--- config.mk ---
export PLATFORM = sky130hd
export DESIGN_NAME = sdr_cmd_classifier
export DESIGN_NICKNAME = d
export VERILOG_FILES = /design/src/rtl/sdr_cmd_pkg.sv /design/src/rtl/sdr_cmd_decode.sv /design/src/rtl/sdr_bank_tracker.sv /design/src/rtl/sdr_power_ctl.sv /design/src/rtl/sdr_data_window.sv /design/src/rtl/sdr_cmd_classifier.sv
export SDC_FILE = /design/constraint.sdc
export NUM_CORES = 1
export LEC_CHECK = 0
export ABC_AREA = 1
export CAP_MARGIN = 20
export CORE_AREA = 5 5 74 76
export CTS_CLUSTER_SIZE = 10
export DETAILED_ROUTE_END_ITERATION = 8
export DIE_AREA = 0 0 79 81
export GPL_TIMING_DRIVEN = 0
export PLACE_DENSITY = 0.81
export SYNTH_ARGS = -nofsm -noshare
export SYNTH_HDL_FRONTEND = slang
export SYNTH_SLANG_ARGS = --single-unit
export TNS_END_PERCENT = 30
--- constraint.sdc ---
create_clock -name clk -period 3.1 [get_ports clk]
set_input_delay 0.62 -clock clk [delete_from_list [all_inputs] [get_ports clk]]
set_output_delay 0.62 -clock clk [all_outputs]
set_load 0.01 [all_outputs]
--- src/rtl/sdr_cmd_pkg.sv ---
// Shared command encoding for the SDRAM command decoder.
// The enum value is also the bit position of the command in the one-hot output.
package sdr_cmd_pkg;

    typedef enum logic [3:0] {
        CMD_SUSP    = 4'd0,
        CMD_DESEL   = 4'd1,
        CMD_NOP     = 4'd2,
        CMD_MRS     = 4'd3,
        CMD_AREF    = 4'd4,
        CMD_SREF    = 4'd5,
        CMD_PRE_ONE = 4'd6,
        CMD_PRE_ALL = 4'd7,
        CMD_ACT     = 4'd8,
        CMD_WR      = 4'd9,
        CMD_WRA     = 4'd10,
        CMD_RD      = 4'd11,
        CMD_RDA     = 4'd12,
        CMD_BST     = 4'd13
    } cmd_e;

    localparam int CMD_N = 14;

endpackage

--- src/rtl/sdr_cmd_decode.sv ---
// Pure combinational classifier of one sampled pin set.
// Assumes cke_prev is the clock enable registered at the previous edge.
module sdr_cmd_decode
    import sdr_cmd_pkg::*;
(
    input  logic cke_prev,
    input  logic cke_now,
    input  logic cs_n,
    input  logic ras_n,
    input  logic cas_n,
    input  logic we_n,
    input  logic ap,
    output cmd_e cmd
);

    // Map pin state to exactly one command code.
    always_comb begin
        cmd = CMD_NOP;
        if (!cke_prev) begin
            cmd = CMD_SUSP;
        end else if (cs_n) begin
            cmd = CMD_DESEL;
        end else begin
            case ({ras_n, cas_n, we_n})
                3'b000:  cmd = CMD_MRS;
                3'b001:  cmd = cke_now ? CMD_AREF : CMD_SREF;
                3'b010:  cmd = ap ? CMD_PRE_ALL : CMD_PRE_ONE;
                3'b011:  cmd = CMD_ACT;
                3'b100:  cmd = ap ? CMD_WRA : CMD_WR;
                3'b101:  cmd = ap ? CMD_RDA : CMD_RD;
                3'b110:  cmd = CMD_BST;
                default: cmd = CMD_NOP;
            endcase
        end
    end

endmodule

--- src/rtl/sdr_bank_tracker.sv ---
// Per-bank open-row tracking and sticky bank-protocol error.
// Assumes cmd is already CMD_SUSP on suspended cycles, so state holds then.
module sdr_bank_tracker
    import sdr_cmd_pkg::*;
#(
    parameter int BANKS = 2
)(
    input  logic                     clk,
    input  logic                     rst_n,
    input  cmd_e                     cmd,
    input  logic [$clog2(BANKS)-1:0] bank,
    output logic [BANKS-1:0]         bank_open,
    output logic                     proto_err
);

    localparam int BW = $clog2(BANKS);

    logic is_rw;
    assign is_rw = (cmd == CMD_WR) || (cmd == CMD_WRA) || (cmd == CMD_RD) || (cmd == CMD_RDA);

    for (genvar b = 0; b < BANKS; b++) begin : g_bank
        logic hit;
        assign hit = (bank == BW'(b));

        // Open on activate, close on precharge or auto-precharge access.
        always_ff @(posedge clk) begin
            if (!rst_n) begin
                bank_open[b] <= 1'b0;
            end else begin
                case (cmd)
                    CMD_ACT:                   if (hit) bank_open[b] <= 1'b1;
                    CMD_PRE_ONE:               if (hit) bank_open[b] <= 1'b0;
                    CMD_PRE_ALL:               bank_open[b] <= 1'b0;
                    CMD_WRA, CMD_RDA:          if (hit) bank_open[b] <= 1'b0;
                    default:                   bank_open[b] <= bank_open[b];
                endcase
            end
        end
    end

    // Latch any activate-on-open or access-to-closed until reset.
    always_ff @(posedge clk) begin
        if (!rst_n) begin
            proto_err <= 1'b0;
        end else if (((cmd == CMD_ACT) && bank_open[bank]) || (is_rw && !bank_open[bank])) begin
            proto_err <= 1'b1;
        end
    end

endmodule

--- src/rtl/sdr_power_ctl.sv ---
// Power-down and self-refresh state with the power-down violation pulse.
// Assumes REF_LIMIT >= 2 so entry and expiry pulses never touch.
module sdr_power_ctl
    import sdr_cmd_pkg::*;
#(
    parameter int REF_LIMIT = 64
)(
    input  logic clk,
    input  logic rst_n,
    input  logic cke_prev,
    input  logic cke_now,
    input  cmd_e cmd,
    input  logic any_open,
    input  logic busy,
    output logic power_down,
    output logic self_refresh,
    output logic viol
);

    localparam int CW = $clog2(REF_LIMIT + 1);

    logic [CW-1:0] pd_cnt;
    logic          pd_enter;

    assign pd_enter = cke_prev && !cke_now && !busy &&
                      ((cmd == CMD_NOP) || (cmd == CMD_DESEL));

    // Power-down entry, residency count and violation pulse.
    always_ff @(posedge clk) begin
        if (!rst_n) begin
            power_down <= 1'b0;
            pd_cnt     <= '0;
            viol       <= 1'b0;
        end else begin
            viol <= 1'b0;
            if (pd_enter) begin
                power_down <= 1'b1;
                pd_cnt     <= '0;
                viol       <= any_open;
            end else if (power_down) begin
                if (cke_now) begin
                    power_down <= 1'b0;
                end else if (pd_cnt != CW'(REF_LIMIT)) begin
                    pd_cnt <= pd_cnt + CW'(1);
                    if (pd_cnt == CW'(REF_LIMIT - 1)) viol <= 1'b1;
                end
            end
        end
    end

    // Self-refresh held from its entry command until cke is sampled high.
    always_ff @(posedge clk) begin
        if (!rst_n) begin
            self_refresh <= 1'b0;
        end else if (cmd == CMD_SREF) begin
            self_refresh <= 1'b1;
        end else if (self_refresh && cke_now) begin
            self_refresh <= 1'b0;
        end
    end

endmodule

--- src/rtl/sdr_data_window.sv ---
// Read and write burst windows with data-mask timing and burst terminate.
// Assumes CAS_LAT >= 2; burst progress freezes while adv is low.
module sdr_data_window
    import sdr_cmd_pkg::*;
#(
    parameter int CAS_LAT   = 2,
    parameter int BURST_LEN = 4
)(
    input  logic clk,
    input  logic rst_n,
    input  logic adv,
    input  cmd_e cmd,
    input  logic dqm,
    output logic rd_beat,
    output logic rd_oe,
    output logic wr_beat,
    output logic wr_mask,
    output logic busy
);

    localparam int CW = $clog2(BURST_LEN + 1);

    logic [CAS_LAT-1:0] rd_pipe, bst_pipe;
    logic [CW-1:0]      rd_cnt, rd_cnt_n, wr_cnt, wr_cnt_n;
    logic               dqm_p1, dqm_p2;
    logic               rd_cmd, wr_cmd, bst_cmd, rd_now, wr_now;

    assign rd_cmd  = (cmd == CMD_RD) || (cmd == CMD_RDA);
    assign wr_cmd  = (cmd == CMD_WR) || (cmd == CMD_WRA);
    assign bst_cmd = (cmd == CMD_BST);
    assign busy    = (rd_cnt != '0) || (wr_cnt != '0) || (|rd_pipe);

    // Read beat: start after CAS latency, cut by a delayed terminate.
    always_comb begin
        rd_now   = 1'b0;
        rd_cnt_n = rd_cnt;
        if (rd_pipe[CAS_LAT-1]) begin
            rd_now   = 1'b1;
            rd_cnt_n = CW'(BURST_LEN - 1);
        end else if (bst_pipe[CAS_LAT-1]) begin
            rd_cnt_n = '0;
        end else if (rd_cnt != '0) begin
            rd_now   = 1'b1;
            rd_cnt_n = rd_cnt - CW'(1);
        end
    end

    // Write beat: start at the command edge, cut at once by terminate.
    always_comb begin
        wr_now   = 1'b0;
        wr_cnt_n = wr_cnt;
        if (wr_cmd) begin
            wr_now   = 1'b1;
            wr_cnt_n = CW'(BURST_LEN - 1);
        end else if (bst_cmd) begin
            wr_cnt_n = '0;
        end else if (wr_cnt != '0) begin
            wr_now   = 1'b1;
            wr_cnt_n = wr_cnt - CW'(1);
        end
    end

    // Data-mask history runs on every edge regardless of clock suspend.
    always_ff @(posedge clk) begin
        if (!rst_n) begin
            dqm_p1 <= 1'b0;
            dqm_p2 <= 1'b0;
        end else begin
            dqm_p1 <= dqm;
            dqm_p2 <= dqm_p1;
        end
    end

    // Burst state advances only on non-suspended edges.
    always_ff @(posedge clk) begin
        if (!rst_n) begin
            rd_pipe  <= '0;
            bst_pipe <= '0;
            rd_cnt   <= '0;
            wr_cnt   <= '0;
            rd_beat  <= 1'b0;
            rd_oe    <= 1'b0;
            wr_beat  <= 1'b0;
            wr_mask  <= 1'b0;
        end else if (adv) begin
            rd_pipe  <= {rd_pipe[CAS_LAT-2:0], rd_cmd};
            bst_pipe <= {bst_pipe[CAS_LAT-2:0], bst_cmd};
            rd_cnt   <= rd_cnt_n;
            wr_cnt   <= wr_cnt_n;
            rd_beat  <= rd_now;
            rd_oe    <= rd_now && !dqm_p2;
            wr_beat  <= wr_now;
            wr_mask  <= wr_now && dqm;
        end
    end

endmodule

--- src/rtl/sdr_cmd_classifier.sv ---
// Top of the two-bank SDRAM command decoder.
// Samples pins each rising edge and reports the command one clock later,
// along with bank, power and data-window state. Assumes BANKS is a power of 2.
module sdr_cmd_classifier
    import sdr_cmd_pkg::*;
#(
    parameter int BANKS     = 2,
    parameter int ADDR_W    = 11,
    parameter int CAS_LAT   = 2,
    parameter int BURST_LEN = 4,
    parameter int REF_LIMIT = 64
)(
    input  logic                     clk,
    input  logic                     rst_n,
    input  logic                     cke,
    input  logic                     cs_n,
    input  logic                     ras_n,
    input  logic                     cas_n,
    input  logic                     we_n,
    input  logic                     dqm,
    input  logic [$clog2(BANKS)-1:0] bank_sel,
    input  logic                     ap_bit,
    input  logic [ADDR_W-1:0]        addr_lo,
    output logic [CMD_N-1:0]         cmd_onehot,
    output logic [$clog2(BANKS)-1:0] cmd_bank,
    output logic                     cmd_ap,
    output logic [ADDR_W-1:0]        cmd_addr,
    output logic [BANKS-1:0]         bank_open,
    output logic                     power_down,
    output logic                     self_refresh,
    output logic                     rd_beat,
    output logic                     rd_oe,
    output logic                     wr_beat,
    output logic                     wr_mask,
    output logic                     viol,
    output logic                     proto_err
);

    logic cke_q;
    cmd_e cmd_now;
    logic busy;

    // Previous-edge clock enable; reset assumes the clock was running.
    always_ff @(posedge clk) begin
        if (!rst_n) cke_q <= 1'b1;
        else        cke_q <= cke;
    end

    sdr_cmd_decode u_dec (
        .cke_prev (cke_q),
        .cke_now  (cke),
        .cs_n     (cs_n),
        .ras_n    (ras_n),
        .cas_n    (cas_n),
        .we_n     (we_n),
        .ap       (ap_bit),
        .cmd      (cmd_now)
    );

    // Register the decoded command and its captured fields.
    always_ff @(posedge clk) begin
        if (!rst_n) begin
            cmd_onehot <= CMD_N'(1) << CMD_NOP;
            cmd_bank   <= '0;
            cmd_ap     <= 1'b0;
            cmd_addr   <= '0;
        end else begin
            cmd_onehot <= CMD_N'(1) << cmd_now;
            cmd_bank   <= bank_sel;
            cmd_ap     <= ap_bit;
            cmd_addr   <= addr_lo;
        end
    end

    sdr_bank_tracker #(.BANKS(BANKS)) u_banks (
        .clk       (clk),
        .rst_n     (rst_n),
        .cmd       (cmd_now),
        .bank      (bank_sel),
        .bank_open (bank_open),
        .proto_err (proto_err)
    );

    sdr_power_ctl #(.REF_LIMIT(REF_LIMIT)) u_pwr (
        .clk          (clk),
        .rst_n        (rst_n),
        .cke_prev     (cke_q),
        .cke_now      (cke),
        .cmd          (cmd_now),
        .any_open     (|bank_open),
        .busy         (busy),
        .power_down   (power_down),
        .self_refresh (self_refresh),
        .viol         (viol)
    );

    sdr_data_window #(.CAS_LAT(CAS_LAT), .BURST_LEN(BURST_LEN)) u_data (
        .clk     (clk),
        .rst_n   (rst_n),
        .adv     (cke_q),
        .cmd     (cmd_now),
        .dqm     (dqm),
        .rd_beat (rd_beat),
        .rd_oe   (rd_oe),
        .wr_beat (wr_beat),
        .wr_mask (wr_mask),
        .busy    (busy)
    );

endmodule

# == After elaboration in Yosys (flattened, before gate mapping) ==
# Index checks and enable logic that the tools add are counted.
# op_classes
n_bitwise,2
n_addsub,3
eq_ne,23
n_reduce_logical,36
shifts,1
n_lt_le_gt_ge,1
n_mux,37
mul,0
n_div,0
# op_table
cell,n
4-bit one-hot mux with 7 select lines,1
"4-bit equality test, second input constant",6
1-bit two-way mux,24
3-bit two-way mux,7
3-bit nonzero test,5
"1-bit by 4-bit left shift with 14-bit output, first input constant",1
"4-bit by 3-bit equality test with 1-bit output, second input constant",3
"3-bit equality test, second input constant",3
3-bit AND reduction,3
1-bit logical AND,8
1-bit logical OR,8
4-bit two-way mux,2
"7-bit by 1-bit adder with 7-bit output, second input constant",1
"7-bit by 6-bit equality test with 1-bit output, second input constant",1
"7-bit != test, second input constant",1
"3-bit by 2-bit equality test with 1-bit output, second input constant",2
"2-bit != test, second input constant",3
1-bit one-hot mux with 3 select lines,2
2-bit OR reduction,3
"3-bit by 1-bit subtractor with 3-bit output, second input constant",2
"4-bit by 1-bit equality test with 1-bit output, second input constant",1
"4-bit by 2-bit equality test with 1-bit output, second input constant",1
1-bit logical NOT,4
2-bit AND reduction,2
other kinds (8),9
# word_totals
latch_bits,0
memories,0
ram_bits,0
inputBits,21
out_inout_bits,37
mem_bits_ro,0
register_bits,57
wordCells,125

# == Logic depth before layout (Yosys ltp) ==
# depth
word_depth,10
mapped_depth,12
mapped_depth_nobuf,12

# == By module ==
# A second synthesis with hierarchy kept.
# unflattened
hier_cells,367
area_unflattened_um2,2656.3
# by_module_without_submodules
mod,seq_area_each_um2,cells_per_inst,area_each_um2,instances
sdr_data_window,320.3,125,859.6,1
sdr_cmd_classifier,560.5,89,844.6,1
sdr_power_ctl,200.2,81,598.1,1
sdr_bank_tracker,60.1,42,222.7,1
sdr_cmd_decode,0.0,30,131.4,1

# == Worst setup path after synthesis ==
# No wires, ideal clock.
# synth_path
kind,input port to flip-flop
startpoint,input cke
endpoint,register u_pwr.pd_cnt[6]
path_stages,7
path_buffers,0
setup_time_ns,0.070
required_ns,3.030
setup_slack_ns,1.421
arrival_time_ns,1.609
cell_sequence,inv_1 -> nand2_1 -> inv_1 -> nand2_1 -> nor4_1 -> nand3_1 -> a21oi_1
# synth_between
elab_chain_len,8
elab_cells_between_ends,14
classes_between,eq/ne (2); mux (4); bitwise (1); reduce/logical (7)
# synth_lines
item,line,rtl
"start, declared",sdr_cmd_classifier.sv:15,"input logic cke,"
1-bit two-way mux,sdr_cmd_decode.sv:26,3'b001: cmd = cke_now ? CMD_AREF : CMD_SREF;
4-bit one-hot mux with 7 select lines,sdr_cmd_decode.sv:24,"case ({ras_n, cas_n, we_n})"
4-bit two-way mux,sdr_cmd_decode.sv:21,end else if (cs_n) begin
4-bit two-way mux,sdr_cmd_decode.sv:19,if (!cke_prev) begin
4-bit by 2-bit equality test with 1-bit output / 4-bit by 1-bit equality test with 1-bit output (equally long branches),sdr_power_ctl.sv:26,((cmd == CMD_NOP) || (cmd == CMD_DESEL));
1-bit logical OR,sdr_power_ctl.sv:26,
1-bit logical AND,sdr_power_ctl.sv:25,assign pd_enter = cke_prev && !cke_now && !busy &&
2-bit OR reduction (no line),--,
"end signal, assigned",sdr_power_ctl.sv:44,pd_cnt <= pd_cnt + CW'(1);
"end, declared",sdr_power_ctl.sv:22,logic [CW-1:0] pd_cnt;
# Several ways; a longest one is shown, not always the timed one.
# A chain may end at the register's enable or synchronous reset.

# == Worst setup path in the final report ==
# layout_path
startpoint,input we_n
endpoint,register u_pwr.pd_cnt[4]
# layout_between
elab_chain_len,8
elab_cells_between_ends,15
classes_between,eq/ne (8); mux (3); reduce/logical (4)
# layout_lines
item,line,rtl
"start, declared",sdr_cmd_classifier.sv:19,"input logic we_n,"
"3-bit equality test, or another cell as far along",sdr_cmd_decode.sv:24,
4-bit one-hot mux with 7 select lines *,sdr_cmd_decode.sv:24,
4-bit two-way mux *,sdr_cmd_decode.sv:21,
4-bit two-way mux *,sdr_cmd_decode.sv:19,
4-bit by 2-bit equality test with 1-bit output / 4-bit by 1-bit equality test with 1-bit output (equally long branches),sdr_power_ctl.sv:26,
1-bit logical OR *,sdr_power_ctl.sv:26,
1-bit logical AND *,sdr_power_ctl.sv:25,
2-bit OR reduction (no line) *,--,
# Every way passes the cells marked *; elsewhere a longest branch is shown, timed or not.

==> impl_summary.log <==
[metrics] result of the run: finished clean
[metrics] hold_buf cts: 0
[metrics] largest net degree at the start of global routing: 11
[metrics] Post CTS Setup Buffer Count: 0
[metrics] setup repair after global routing missed its margin: false
[metrics] sum of net half-perimeters after detailed placement: 3.87 mm
[metrics] via count of the first global-routing pass: 2063
[metrics] CTS clock-pin slew for the worst setup and hold paths: 0.06 ns
[metrics] worst ir drop on vdd: 0.000406 V
[metrics] final worst setup slack: 0.968 ns
[metrics] total number of nets in the final design: 402
[metrics] hold depth: 2
[metrics] largest incremental delay on the critical path: 0.57 ns
[metrics] row count: 25
[metrics] crit start category: input pin
[metrics] worst flop-to-flop path endpoint: u_pwr.viol$_SDFF_PN0_
[metrics] worst slew slack as a fraction of its limit: 61.0%
[metrics] Synthesized Nets: 335
[metrics] worst hold slack across all endpoints: 0.412 ns
[metrics] CTS tree: built
[metrics] clock tree root buffer cell: clkbuf_8
[metrics] worst min-delay path endpoint: u_data.dqm_p2$_SDFF_PN0_
[metrics] largest fanout on the critical path: 7
[metrics] post-layout instance count excluding filler cells: 434
[metrics] final WL: 5.26 mm
[metrics] Leakage Power: 1.45 nW
[metrics] area added between synthesis and finish: 36.8%
[metrics] Setup TNS Final: 0 ns
[metrics] part of the power in the clock network: 39.1%
[metrics] Chip Height: 81 µm
[metrics] average size of a mapped cell: 7.61 µm²
[metrics] cell repeated most along the worst path: nand2_1
[metrics] wire length of the first global-routing pass: 8.88 mm
[metrics] number of I/O pins: 58
[metrics] count of fill cells added during filler insertion: 399
[metrics] required time of the worst setup path: 3.36 ns
[metrics] Longest Clk Path Bufs: 2
[metrics] dominant cell type by area after synthesis: dfxtp_1
[metrics] gate count after technology mapping: 308
[metrics] CP bufs+invs: 1
[metrics] power per cell area: 658 nW/µm²
[metrics] count of antenna diodes in the layout: 0
[metrics] reg-to-reg startpoint: u_pwr.pd_cnt[0]$_SDFFE_PP0P_
[metrics] final number of setup-violating endpoints: 0
[metrics] number of I/O port buffers: 56
[metrics] Final Max Slew Viols: 0
[metrics] ordered cell list for the critical path: clkdlybuf4s50_1 > nand2_1 > a21oi_1 > nand2_1 > nand3_1 > nand2_1 > nand2_2 > nand2_2 > nor3b_2
[metrics] core box area: 4660 µm²
[metrics] GRT Util Overall: 17.9%
[metrics] power share of the sequential group: 39.6%
[metrics] worst hold path type: flop to flop
[metrics] power consumption: 2.11 mW
[metrics] average vias per placed instance: 4.91
[metrics] Initial Utilization: 50.3%
[metrics] count of maximum capacitance violations: 0
[metrics] instance area after placement: 2970 µm²
[metrics] final hold violation count: 0
[metrics] switching power: 0.577 mW
[metrics] Num CTS Buffers: 9
[metrics] hold path startpoint: u_data.dqm_p1$_SDFF_PN0_
[metrics] insertion delay to the later sink of the worst-skew pair: 0.33 ns
[metrics] number of remaining DRC errors: 0
[metrics] library cell contributing the largest single delay on the critical path: clkdlybuf4s50_1
[metrics] wire per inst: 12.1 µm
[metrics] Max Clk Rate: 469 MHz
[metrics] yosys warns: 0
[metrics] placed cells: 418
[metrics] fraction of final layout cells with drive strength greater than 1: 8.16%
[metrics] number of antenna violations at the first check in global routing: 0
[metrics] portion of synthesized cell area occupied by the leading cell type: 48.7%
[metrics] worst reg-to-reg setup slack: 1.28 ns
[metrics] crit path DAT: 2.39 ns
[metrics] initial DRC count: 112
[metrics] Non-Filler Cell Area, Final: 3210 µm²
[metrics] post-route clock period utilization: 68.8%
[metrics] Mapped Area: 2340 µm²
[metrics] time the worst path needs with I/O delays and setup: 2.13 ns
[metrics] switching share of total power: 27.3%
[metrics] die extent in x: 79 µm
[metrics] utilization of the core after routing: 68.8%
[metrics] register bit total from synthesis: 57
[metrics] worst setup path class: input pin to flop
[metrics] Worst Setup Slack post-DPL: 0.650 ns
[metrics] Num Clock Sinks: 57
[metrics] vias after detailed routing: 2131
[metrics] count of TritonRoute iterations in the first routing pass: 4
[metrics] RD Place Congestion: 0.868
[metrics] antenna violation net count after detailed routing: 0
[metrics] combinational share of power: 21.3%
[metrics] post-cts repair resize count: 0
[metrics] global route total overflow: 0
[metrics] P_int: 1.53 mW
[metrics] measured slew at the worst slew-check pin: 0.580 ns
[metrics] Crit. End Element: flop
[metrics] depth of the CTS H-tree: 3
[metrics] Die Outline Area: 6400 µm²
[metrics] dominant delay contributor by cell family on the critical path: simple AND/OR/NAND/NOR gates
[metrics] Worst Skew: 0.00941 ns
[metrics] cell count of the worst reg-to-reg path: 7
[metrics] leading cell types by total area after synthesis: dfxtp_1, nand2_1, inv_1
[metrics] post-synth cell types: 27
[metrics] sequential-to-total area share from yosys stat: 48.7%
==> tightest hold or removal path, delay by kind of cell (launching register included) <==
family | cells | cell delay (ns)
flip-flops | 1 | 0.31
AND/OR/NAND/NOR | 1 | 0.04
buffers and inverters | 1 | 0.04
==> kinds of logic (layout without fill, tap and decap cells) <==
family          Yosys count  in the layout  share of synthesized area, %
xor+xnor                  2              2                         0.747
fa+ha+maj                 6              6                          3.20
buf+inv                  57            129                          9.13
compound gates           40             40                          9.13
simple gates            146            146                          29.1
flops                    57             57                          48.7
==> registers in the layout (all words and copies together), names as in the netlist, 2 cells and up <==
| signal | flops |
|---|---|
| u_pwr.pd_cnt | 7 |
| u_banks.bank_open | 2 |
| u_data.rd_pipe | 2 |
| u_data.wr_cnt | 3 |
| u_data.rd_cnt | 3 |
| u_data.bst_pipe | 2 |
| cmd_onehot | 14 |
| cmd_addr | 11 |
==> synth_stat cells <==
master,number
a31oi_1,1
nor3b_2,2
nand2_1,73
o21ai_1,1
a31o_2,1
a21boi_2,1
nand3_4,1
xnor2_1,1
nand3_2,3
o211ai_1,1
nand3_1,17
inv_1,49
inv_2,2
nand2_2,3
nor2_1,32
ha_1,6
clkbuf_1,6
xor2_1,1
o21ai_0,14
nor2_4,2
nand4_1,5
a21oi_1,21
dfxtp_1,57
nor4_1,2
or2_2,1
nor3_1,4
nor2_8,1
==> layer usage <==
metal	GRT usage, %	up-vias	part of all wire [%]
met4	9.11	0	2.0
met3	5.43	11	6.0
met5	0	-	0
met1	20.2	955	45
met2	30.8	63	47
li1	-	1102	-
==> power groups by stage <==
stage / sequential (mW) / clock (mW) / combinational [mW]
floorplan: 0.861 / 0 / 0.271
global placement: 0.848 / 0 / 0.424
detailed placement: 0.851 / 0 / 0.445
CTS: 0.835 / 0.838 / 0.448
global route: 0.842 / 0.870 / 0.515
finish: 0.835 / 0.825 / 0.449
==> final cells by class <==
class / instances / area, µm² / share of cell area, %
inverters: 51 / 191 / 5.97
repair buffers: 56 / 561 / 17.5
flip-flops and latches: 57 / 1140 / 35.6
plain buffers: 6 / 22.5 / 0.702
well taps: 54 / 67.6 / 2.11
clock inverters: 5 / 104 / 3.24
multi-input cells: 194 / 990 / 30.9
clock buffers: 11 / 131 / 4.10
==> layout by cell type (no fill, tap or decap), types with 3 or more instances in the layout <==
master / n
nand3_2: 3
nor3_1: 4
nand2_2: 3
nand3_1: 17
inv_1: 49
nand2_1: 73
clkdlybuf4s50_1: 56
clkbuf_1: 8
a21oi_1: 21
nand4_1: 5
clkbuf_8: 9
o21ai_0: 14
ha_1: 6
dfxtp_1: 57
bufinv_16: 3
nor2_1: 32
==> worst max path at each step <==
stage	start	endpoint	slack, ns	depth (start not counted)
2_1_floorplan	cke	u_pwr.pd_cnt[6]$_SDFFE_PP0P_	1.42	7
3_3_place_gp	cke	u_pwr.viol$_SDFF_PN0_	0.68	8
3_5_place_dp	we_n	u_pwr.pd_cnt[4]$_SDFFE_PP0P_	0.65	9
4_1_cts	we_n	u_pwr.pd_cnt[4]$_SDFFE_PP0P_	1.0	9
5_1_grt	cke	u_pwr.viol$_SDFF_PN0_	0.73	8
6_report	we_n	u_pwr.pd_cnt[4]$_SDFFE_PP0P_	0.97	9
No activity file was read; power rests on OpenSTA's default activity.
